--- src/rtl/ddr_cap_pkg.sv ---
package ddr_cap_pkg;
  // Number of rising edges needed before both outputs carry captured data.
  function automatic int fill_depth(input int pair_mode);
    return (pair_mode == 1) ? 2 : 1;
  endfunction
endpackage

--- src/rtl/ddr_cap_rise.sv ---
module ddr_cap_rise #(
  parameter int DATA_W = 8,
  parameter int EXTRA  = 0
) (
  input  logic              clk,
  input  logic              rst,
  input  logic [DATA_W-1:0] d,
  output logic [DATA_W-1:0] q
);
  logic [DATA_W-1:0] stage0;

  always_ff @(posedge clk) begin
    if (rst) stage0 <= '0;
    else     stage0 <= d;
  end

  generate
    if (EXTRA != 0) begin : g_delay
      logic [DATA_W-1:0] stage1;
      always_ff @(posedge clk) begin
        if (rst) stage1 <= '0;
        else     stage1 <= stage0;
      end
      assign q = stage1;
    end else begin : g_direct
      assign q = stage0;
    end
  endgenerate
endmodule

--- src/rtl/ddr_cap_fall.sv ---
module ddr_cap_fall #(
  parameter int DATA_W = 8
) (
  input  logic              clk,
  input  logic              rst,
  input  logic [DATA_W-1:0] d,
  output logic [DATA_W-1:0] q
);
  logic [DATA_W-1:0] neg_word;

  // Sampled on the inverted capture clock, in the middle of the second-half eye.
  always_ff @(negedge clk) begin
    if (rst) neg_word <= '0;
    else     neg_word <= d;
  end

  // Re-timed into the rising-edge domain.
  always_ff @(posedge clk) begin
    if (rst) q <= '0;
    else     q <= neg_word;
  end
endmodule

--- src/rtl/ddr_cap_fill.sv ---
module ddr_cap_fill #(
  parameter int DEPTH = 1
) (
  input  logic clk,
  input  logic rst,
  output logic full
);
  logic [DEPTH-1:0] fill_sr;

  generate
    if (DEPTH == 1) begin : g_one
      always_ff @(posedge clk) begin
        if (rst) fill_sr <= '0;
        else     fill_sr <= 1'b1;
      end
    end else begin : g_many
      always_ff @(posedge clk) begin
        if (rst) fill_sr <= '0;
        else     fill_sr <= {fill_sr[DEPTH-2:0], 1'b1};
      end
    end
  endgenerate

  assign full = fill_sr[DEPTH-1];
endmodule

--- src/rtl/ddr_in_capture.sv ---
module ddr_in_capture #(
  parameter int DATA_W    = 8,
  parameter int PAIR_MODE = 0
) (
  input  logic              clk_cap,
  input  logic              rst,
  input  logic [DATA_W-1:0] din,
  output logic [DATA_W-1:0] dout_rise,
  output logic [DATA_W-1:0] dout_fall,
  output logic              dout_valid
);
  localparam int FILL = ddr_cap_pkg::fill_depth(PAIR_MODE);
  localparam int EXTRA_A = (PAIR_MODE == 1) ? 1 : 0;

  ddr_cap_rise #(.DATA_W(DATA_W), .EXTRA(EXTRA_A)) u_rise (
    .clk (clk_cap),
    .rst (rst),
    .d   (din),
    .q   (dout_rise)
  );

  ddr_cap_fall #(.DATA_W(DATA_W)) u_fall (
    .clk (clk_cap),
    .rst (rst),
    .d   (din),
    .q   (dout_fall)
  );

  ddr_cap_fill #(.DEPTH(FILL)) u_fill (
    .clk  (clk_cap),
    .rst  (rst),
    .full (dout_valid)
  );
endmodule

--- config.mk ---
export PLATFORM = sky130hd
export DESIGN_NAME = ddr_in_capture
export DESIGN_NICKNAME = d
export VERILOG_FILES = /design/src/rtl/ddr_cap_pkg.sv /design/src/rtl/ddr_cap_rise.sv /design/src/rtl/ddr_cap_fall.sv /design/src/rtl/ddr_cap_fill.sv /design/src/rtl/ddr_in_capture.sv
export SDC_FILE = /design/constraint.sdc
export NUM_CORES = 1
export LEC_CHECK = 0
export BUFFER_PORTS_ARGS = -buffer_cell sky130_fd_sc_hd__buf_4
export CAP_MARGIN = 20
export CELL_PAD_IN_SITES_DETAIL_PLACEMENT = 1
export CELL_PAD_IN_SITES_GLOBAL_PLACEMENT = 1
export CORE_MARGIN = 8
export CORE_UTILIZATION = 34
export DETAILED_ROUTE_END_ITERATION = 16
export GPL_TIMING_DRIVEN = 0
export PLACE_DENSITY = 0.72
export SYNTH_ARGS = -nofsm -noshare
export SYNTH_HDL_FRONTEND = slang
export SYNTH_HIERARCHICAL = 1
export SYNTH_SLANG_ARGS = --single-unit
--- constraint.sdc ---
create_clock -name clk_cap -period 0.8 [get_ports clk_cap]
set_input_delay 0.04 -clock clk_cap [delete_from_list [all_inputs] [get_ports clk_cap]]
set_output_delay 0.04 -clock clk_cap [all_outputs]
set_load 0.03 [all_outputs]
==> flow_summary_export.csv, run 1 <==
group,metric,value,unit
final_layout,area_delta_synth_final,68.27,%
worst_setup_path,crit_chain,"and2b_2",
final_layout,final_cell_area,1181,µm²
grt,grt.total_usage,10.37,%
worst_setup_path,r2r_cells,1,
grt,antenna_found_initial,0,
worst_setup_path,criticalPathCategory,"reg -> reg",
route,routed_wl,1.803,mm
worst_setup_path,regToRegStartpoint,"u_fall/neg_word[7]",
worst_hold_path,hp-class,"in -> reg",
synthesis,ys_ff_latch,25,
cts,h-tree-depth,1,
worst_setup_path,critPathTopFamily,"flip-flops",
sta,setup_violations,25,
synthesis,synth_cell_types,6,
synthesis,synth_area,701.9,µm²
sta,holdWs,0.07675,ns
grt,grt_overflow,0,
synthesis,synth_nets,62,
sta,rsz0062_at_grt,"true",
worst_hold_path,min_to,"u_fall/q[3]",
pwr,combPwrFrac,14.0,%
pwr,leakage,0.5626,nW
grt,grt_pass1_vias,565,
synthesis,syn_avg_cell_area,13.50,µm²
pwr,internal-power,1.730,mW
placed_design,port_buffers,26,
worst_setup_path,crit_start,"u_fall/neg_word[7]",
cts,cts_buffers,3,
status,status,"complete, but fails checks",
route,first_iter_violations,3,
floorplanning,start_util,35.78,%
pwr,switching_power,0.6462,mW
worst_setup_path,reg2reg_to,"u_fall/q[7]",
floorplanning,io_pins,27,
synthesis,yosys.area.top_type_share,71.30,%
final_layout,fin_nets,110,
job,maxCapViolCount,0,
floorplanning,fp.dieW,61.44,µm
cts,clockBufferDepth,2,
worst_setup_path,crit_fanout,1,
grt,grt_max_degree,14,
sta,tightest_slew,0.2960,ns
cts,clk_latency,0.39,ns
synthesis,ys_warn_count,6,
route,postRouteAntennaNets,0,
worst_setup_path,max_stage_delay,0.29,ns
route,first_pass_iters,3,
floorplanning,die_h,61.44,µm
floorplanning,design.die.area,3774,µm²
cts,root_buffer,"clkbuf_4",
route,viasPerCell,3.992,
floorplanning,core-area,1962,µm²
cts,clock-sinks,25,
synthesis,synth_cells,52,
placed_design,gp_congestion,0.5920,
cts,cts_tree,"yes",
pwr,switching_share,27.19,%
pwr,powerDensity,2012,nW/µm²
sta,finalHoldViolCount,0,
sta,tns,-2.079,ns
worst_setup_path,critPathBufInv,0,
sta,clock_skew,0.06547,ns
pwr,clkPwrFrac,29.6,%
sta,slew_viol_final,0,
placed_design,dpl_worst_slack,-0.2091,ns
route,wl_per_cell,14.31,µm
worst_setup_path,cp.required,1.03,ns
final_layout,insertedDiodeCount,0,
worst_hold_path,worstHoldStart,"rst",
worst_setup_path,cp_slowest_cell,"dfxtp_1",
worst_setup_path,startpoint_type,"register",
pwr,p_seq_share,56.4,%
synthesis,yosys-top-cells-area,"dfxtp_1 71%, nor2b_1 9.8%, nor2b_2 8.7%, and2b_2 7.5%, buf_6 1.6%",
grt,grt_pass1_wl,2.649,mm
worst_setup_path,crit_arrival,1.25,ns
worst_setup_path,r2r_slack,-0.22,ns
route,via_count,503,
cts,path_clk_slew,0.14,ns
floorplanning,rows,16,
pwr,peakVddDrop,1.342,mV
worst_setup_path,crit_path_end_kind,"register",
route,drc,0,
final_layout,final.fill_count,211,
sta,layout_setup_ws,-0.2193,ns
synthesis,seq_area_frac_synth,71.30,%
placed_design,placed_cell_area,940.9,µm²
sta,slew_headroom,80.27,%
worst_hold_path,worstHoldPathCells,2,
final_layout,drive_gt1_share,60.61,%
status,violations,"setup timing",
synthesis,yosysTopAreaCell,"dfxtp_1",
through the flow:
| step | util (%) | power, mW | instances |
|---|---|---|---|
| 4_1_cts | 60.01 | 2.387 | 126 |
| 5_1_grt | 60.20 | 2.528 | 126 |
| 3_5_place_dp | 47.96 | 1.687 | 105 |
| 6_report | 60.20 | 2.376 | 126 |
| 2_1_floorplan | - | 1.564 | 52 |
| 3_3_place_gp | 47.96 | 1.679 | 105 |
placed cells by master (no fill, tap or decap), types with 2 or more instances in the layout:
cell,instances
clkbuf_4,3
dfxtp_2,17
dfxtp_1,8
buf_4,9
buf_6,18
and2b_2,6
inv_1,9
dlygate4sd3_1,9
nor2b_2,5
nor2b_1,11
nor2b_4,2
worst max-delay path by stage:
stage                     cells after the start                  to  slack, ns
after floorplan                               1         u_fall/q[0]      -0.15
after global routing                          1         u_fall/q[0]      -0.26
final                                         1         u_fall/q[7]      -0.22
after detailed placement                      3  u_fall/neg_word[1]      -0.21
after CTS                                     1         u_fall/q[4]      -0.22
after global placement                        3  u_fall/neg_word[0]      -0.21
power groups by stage:
stage                     logic (mW)  clock network [mW]  registers, mW
after floorplan               0.0649              0.0694           1.43
after CTS                      0.333               0.716           1.34
after global placement         0.262              0.0694           1.35
after global routing           0.354               0.830           1.34
after detailed placement       0.268              0.0694           1.35
final                          0.332               0.704           1.34
repair_timing:
item / in CTS / in global routing
setup buffers: 0 / 0
hold buffers: 10 / 0
endpoints found under the hold margin: 9 / 0
resized for setup: 33 / 2
pin swaps: 0 / 0
endpoints found under the setup margin: 25 / 26
state kept, by name (all words and copies together) (netlist names):
name	cells
u_rise/q	8
u_fall/neg_word	8
u_fall/q	8
u_fill/full	1
Yosys cell counts:
| library cell | count |
|---|---|
| and2b_2 | 6 |
| nor2b_1 | 11 |
| dfxtp_1 | 25 |
| buf_6 | 1 |
| nor2b_2 | 7 |
| inv_1 | 2 |
cells by family after synthesis:
group / synth area share, %
buf+inv: 2.674
flops: 71.30
simple gates: 26.03
cell type report:
cell class / count / area [µm²] / share of cell area, %
Sequential cell: 25 / 521.8 / 44.17
Timing Repair Buffer: 36 / 361.6 / 30.61
Multi-Input combinational cell: 24 / 192.7 / 16.31
Clock inverter: 9 / 33.78 / 2.860
Tap cell: 27 / 33.78 / 2.860
Clock buffer: 3 / 22.52 / 1.907
Buffer: 1 / 11.26 / 0.9534
Inverter: 1 / 3.754 / 0.3178
metal layers:
| metal | global-route usage, % | up-vias | wire (µm) |
|---|---|---|---|
| li1 | - | 248 | - |
| met1 | 9.386 | 235 | 611 |
| met2 | 18.21 | 16 | 987 |
| met3 | 3.549 | 4 | 140 |
| met4 | 8.766 | 0 | 64 |
| met5 | 0 | - | 0 |
Power figures use the tool's default switching activity.
==> run 2, diff against run 1 <==
- CAP_MARGIN: 20 -> default
- CORE_UTILIZATION: 34 -> 33
- PLACE_DENSITY: 0.72 -> default
- PLACE_DENSITY_LB_ADDON: default -> 0.1
- SYNTH_HIERARCHICAL: 1 -> default
==> run 2 against run 1 <==
The run still ends with setup timing left. Sequential power hardly changed. Global-route usage is 2.3 points lower. Synthesized cell count is 15% lower. Via count is 10% lower. Clock power is 26% higher. Die area is 4.8% lower. Non-clock buffer count is 2 lower. Clock skew is 0.0066 ns lower.
==> flow_summary_export.csv, run 2 <==
group,metric,value,unit
placed_design,dpl_worst_slack,-0.1605,ns
cts,root_buffer,"clkbuf_4",
final_layout,seq_area,521.8,µm²
grt,grt.total_usage,8.109,%
pwr,combPwrFrac,11.5,%
final_layout,fin_nets,100,
floorplanning,io_pins,27,
cts,clk_latency,0.37,ns
synthesis,ys_ff_latch,25,
final_layout,final.fill_count,214,
sta,layout_setup_ws,-0.2052,ns
final_layout,drive_gt1_share,64.04,%
final_layout,multi_input_area,127.6,µm²
grt,grt_max_degree,15,
synthesis,yosysTopAreaCell,"dfxtp_1",
synthesis,synth_nets,54,
final_layout,most-common-layout-cells,"18 x buf_6, 17 x dfxtp_2, 9 x inv_1, 9 x buf_4",
pwr,peakVddDrop,1.272,mV
route,postRouteAntennaNets,0,
worst_setup_path,crit_chain,"and2b_2",
placed_design,port_buffers,26,
worst_setup_path,crit_path_end_kind,"register",
placed_design,placed_cells,97,
synthesis,ys_async_sr_fraction,0,%
final_layout,area_delta_synth_final,75.05,%
worst_setup_path,startpoint_type,"register",
final_layout,reg.largest.list,"u_fall.neg_word x8, u_fall.q x8, u_rise.q x8",
synthesis,ys_warn_count,0,
pwr,switching_share,24.19,%
floorplanning,start_util,33.84,%
floorplanning,die_h,59.93,µm
grt,grt_pass1_vias,499,
synthesis,synth_edf_count,0,
synthesis,synth_area,636.9,µm²
status,violations,"setup timing",
final_layout,insertedDiodeCount,0,
worst_setup_path,crit_fanout,1,
worst_setup_path,crit_arrival,1.23,ns
route,via_count,451,
route,first_pass_iters,2,
route,viasPerCell,3.888,
worst_setup_path,critPathTopFamily,"flip-flops",
route,wl_per_cell,10.93,µm
sta,clock_skew,0.05886,ns
pwr,leakage,0.5445,nW
worst_hold_path,hp-class,"in -> reg",
synthesis,yosys-top-cells-area,"dfxtp_1 79%, and2b_2 9.6%, nor2b_1 8.8%, buf_6 1.8%, inv_1 1.2%",
synthesis,synth.most_common_cell,"dfxtp_1",
sta,setup_violations,25,
floorplanning,core-area,1882,µm²
grt,antenna_found_initial,0,
cts,cts_tree,"yes",
route,drc,0,
worst_setup_path,max_stage_delay,0.29,ns
cts,clockBufferDepth,2,
job,maxCapViolCount,0,
floorplanning,fp.dieW,59.93,µm
synthesis,synthTopCellsByCount,"25 x dfxtp_1, 9 x nor2b_1, 7 x and2b_2, 2 x inv_1, 1 x buf_6",
sta,tightest_slew,0.1377,ns
placed_design,gp_congestion,0.6318,
cts,postCtsSetupBuffers,0,
route,first_iter_violations,3,
pwr,power,2.516,mW
synthesis,synth_cells,44,
synthesis,synth_flop_cell,"dfxtp_1",
worst_setup_path,cp.required,1.03,ns
pwr,internal-power,1.908,mW
synthesis,synth_cell_types,5,
worst_setup_path,critPathBufInv,0,
pwr,switching_power,0.6088,mW
status,status,"complete, but fails checks",
final_layout,layout.cells.non_filler,116,
grt,grt_pass1_wl,2.097,mm
cts,path_clk_slew,0.14,ns
cts,clock-sinks,25,
pwr,clkPwrFrac,35.3,%
pwr,p_seq_share,53.2,%
grt,grt_overflow,0,
route,routed_wl,1.268,mm
cts,cts_buffers,3,
floorplanning,design.die.area,3592,µm²
synthesis,yosys.area.top_type_share,78.59,%
sta,holdWs,0.07550,ns
sta,rsz0062_at_grt,"true",
worst_setup_path,criticalPathCategory,"reg -> reg",
sta,finalHoldViolCount,0,
synthesis,syn_avg_cell_area,14.47,µm²
sta,slew_viol_final,0,
synthesis,seq_area_frac_synth,78.59,%
final_layout,final_core_util,59.24,%
floorplanning,rows,16,
sta,slew_headroom,90.82,%
cts,h-tree-depth,1,
final_layout,final_common_cell,"buf_6",
pwr,powerDensity,2257,nW/µm²
worst_setup_path,cp_slowest_cell,"dfxtp_1",
run 2: cells by family after synthesis:
logic type             share of synthesized area, %
AND/OR/NAND/NOR                               18.47
buffers and inverters                         2.947
flip-flops                                    78.59
run 2: path summary, 6_finish.rpt:
| path | from | end | slack (ns) | cells after the start |
|---|---|---|---|---|
| min reg2reg | u_fall.neg_word[6] | u_fall.q[6] | 0.87 | 1 |
| max | u_fall.neg_word[1] | u_fall.q[1] | -0.21 | 1 |
| max reg2reg | u_fall.neg_word[1] | u_fall.q[1] | -0.21 | 1 |
| min | rst | u_fall.q[4] | 0.08 | 3 |
run 2: layout make-up:
type,instances,area share (%)
sequential,25,46.80
buffer,1,1.010
timing repair buffer,34,30.42
multi-input combinational,16,11.45
clock inverter,8,2.694
clock buffer,4,4.265
tap,27,3.030
inverter,1,0.3367
run 2: timing repair:
action                                  in CTS  in global routing
hold buffers                                 8                  0
hold endpoints to repair                     8                  0
resized for setup                           32                  4
endpoints found under the setup margin      25                 26
run 2: power groups by stage:
stage          registers [mW]  logic, mW  clock network, mW
3_5_place_dp             1.35      0.236             0.0694
3_3_place_gp             1.35      0.232             0.0694
5_1_grt                  1.34      0.308               1.01
2_1_floorplan            1.43     0.0433             0.0694
6_report                 1.34      0.290              0.887
4_1_cts                  1.34      0.290              0.918
run 2: metal layers:
layer / wire, µm / track usage, % / vias to the layer above
met5: 0 / 0 / -
met4: 0 / 5.102 / 0
met3: 98 / 3.226 / 0
met2: 717 / 15.23 / 14
met1: 452 / 6.849 / 216
li1: - / - / 221
run 2: per-stage QoR:
stage	setup TNS [ns]	cell area [µm²]
after floorplan	-0.9047	636.9
after CTS	-2.014	1102
after global routing	-2.715	1115
after detailed placement	-2.051	865.8
final	-1.719	1115
after global placement	-1.889	865.8
==> run 3, diff against run 2 <==
- CORE_UTILIZATION: 33 -> 30
- clock period: 0.8 -> 0.9 ns (I/O delays scaled with it)
==> run 3 against run 2 <==
The flow still finishes with violations (setup timing). Via count is 2.4% lower. Power is 17% lower. Die area rose by 7.3%. Clock skew increased by 0.0091 ns. Register-to-register slack gained 0.04 ns. Sequential power shrank 11%. Hold slack lost 0.022 ns. Flip-flop and latch count did not move. Largest cell class unchanged. Highest routed layer is now met4.
==> flow_summary_export.csv, run 3 (synthesized netlist as in run 2, its figures left out) <==
group,metric,value,unit
sta,clock_skew,0.06800,ns
final_layout,reg.largest.list,"u_fall.neg_word x8, u_fall.q x8, u_rise.q x8",
route,first_pass_iters,2,
grt,grt_max_degree,16,
worst_hold_path,worstHoldStart,"rst",
grt,grt_pass1_vias,473,
worst_setup_path,critPathBufInv,0,
sta,layout_setup_ws,-0.1603,ns
worst_setup_path,crit_path_end_kind,"register",
placed_design,gp_congestion,0.6380,
cts,postCtsSetupBuffers,0,
status,violations,"setup timing",
worst_setup_path,cp.required,1.13,ns
cts,cts_buffers,3,
sta,tightest_slew,0.1445,ns
route,postRouteAntennaNets,0,
route,via_count,440,
grt,grt_overflow,0,
pwr,leakage,0.5308,nW
cts,h-tree-depth,1,
pwr,power,2.095,mW
grt,grt.total_usage,7.880,%
floorplanning,design.die.area,3853,µm²
route,first_iter_violations,1,
worst_setup_path,crit_arrival,1.29,ns
final_layout,most-common-layout-cells,"14 x buf_6, 14 x dfxtp_2, 13 x buf_4, 11 x dfxtp_1, 9 x inv_1",
floorplanning,die_h,62.08,µm
cts,clockBufferDepth,2,
worst_hold_path,min_to,"u_fall.q[2]",
worst_setup_path,r2r_slack,-0.16,ns
final_layout,drive_gt1_share,59.55,%
floorplanning,io_pins,27,
route,routed_wl,1.318,mm
status,status,"complete, but fails checks",
sta,setup_violations,8,
final_layout,fin_nets,100,
final_layout,area_delta_synth_final,69.15,%
job,maxCapViolCount,0,
sta,slew_viol_final,0,
worst_setup_path,startpoint_type,"register",
pwr,peakVddDrop,1.160,mV
cts,cts_tree,"yes",
worst_setup_path,cp_slowest_cell,"dfxtp_1",
sta,rsz0062_at_grt,"true",
cts,clk_latency,0.38,ns
route,drc,0,
worst_setup_path,regToRegStartpoint,"u_fall.neg_word[0]",
placed_design,dpl_worst_slack,-0.1149,ns
route,wl_per_cell,11.36,µm
worst_setup_path,r2r_cells,1,
sta,finalHoldViolCount,0,
worst_setup_path,critPathTopFamily,"flip-flops",
worst_setup_path,criticalPathCategory,"reg -> reg",
worst_setup_path,crit_chain,"and2b_2",
worst_setup_path,max_stage_delay,0.29,ns
floorplanning,rows,16,
floorplanning,start_util,32.13,%
worst_hold_path,worstHoldPathCells,3,
placed_design,port_buffers,26,
cts,clock-sinks,25,
grt,antenna_found_initial,0,
worst_setup_path,reg2reg_to,"u_fall.q[0]",
final_layout,insertedDiodeCount,0,
worst_hold_path,hp-class,"in -> reg",
floorplanning,fp.dieW,62.08,µm
route,viasPerCell,3.793,
pwr,powerDensity,1944,nW/µm²
grt,grt_pass1_wl,2.111,mm
sta,slew_headroom,90.35,%
floorplanning,core-area,1982,µm²
cts,root_buffer,"clkbuf_4",
cts,path_clk_slew,0.15,ns
worst_setup_path,crit_fanout,1,
-- run 3: how the worst max path moves through the flow --
stage / start / to / depth (start not counted)
2_1_floorplan: u_fall.neg_word[0] / u_fall.q[0] / 1
3_3_place_gp: u_fall.neg_word[7] / u_fall.q[7] / 1
3_5_place_dp: rst / u_fall.neg_word[0] / 3
4_1_cts: u_fall.neg_word[1] / u_fall.q[1] / 1
5_1_grt: u_fall.neg_word[0] / u_fall.q[0] / 1
6_report: u_fall.neg_word[0] / u_fall.q[0] / 1
-- run 3: worst min-delay path, delay by kind of cell --
family,cells,cell delay [ns]
AND/OR/NAND/NOR,1,0.04
buffers and inverters,2,0.27
-- run 3: power breakdown --
group          switching, mW  leakage, nW  internal, mW  total (mW)
registers             0.0178        0.212          1.17        1.19
logic                  0.117        0.258         0.136       0.252
clock network          0.435       0.0605         0.221       0.656
total                  0.570        0.531          1.52        2.09
-- run 3: metal layers --
metal	up-vias	wire (µm)	GRT usage [%]
met4	0	19	4.870
met2	17	723	14.16
li1	221	-	-
met1	200	453	7.168
met3	2	121	3.292
met5	-	0	0
-- run 3: per-stage QoR --
step                area (µm²)  cells  hold WS, ns  utilization, %  setup TNS, ns
CTS                       1005    116      0.05032           50.69        -0.8744
global placement         865.8     97       0.2882           43.69         -1.147
detailed placement       865.8     97       0.2916           43.69         -1.204
global route              1077    116      0.04362           54.36         -1.116
floorplan                636.9     44       0.1981               -        -0.5047
finish                    1077    116      0.05304           54.36        -0.9059
-- run 3: area by class of cell --
| type | count | area [µm²] |
|---|---|---|
| flip-flops and latches | 25 | 518.0 |
| inverters | 1 | 3.754 |
| clock inverters | 9 | 38.79 |
| well taps | 27 | 33.78 |
| clock buffers | 3 | 22.52 |
| plain buffers | 1 | 11.26 |
| fillers | 208 | 904.6 |
| multi-input cells | 16 | 125.1 |
| repair buffers | 34 | 324.1 |
-- run 3: timing repair --
action / CTS / global route
gates resized for setup: 1 / 28
hold buffers: 8 / 0
endpoints found under the hold margin: 8 / 0
cloned: 0 / 0
setup endpoints to repair: 9 / 23
pin swaps: 0 / 0
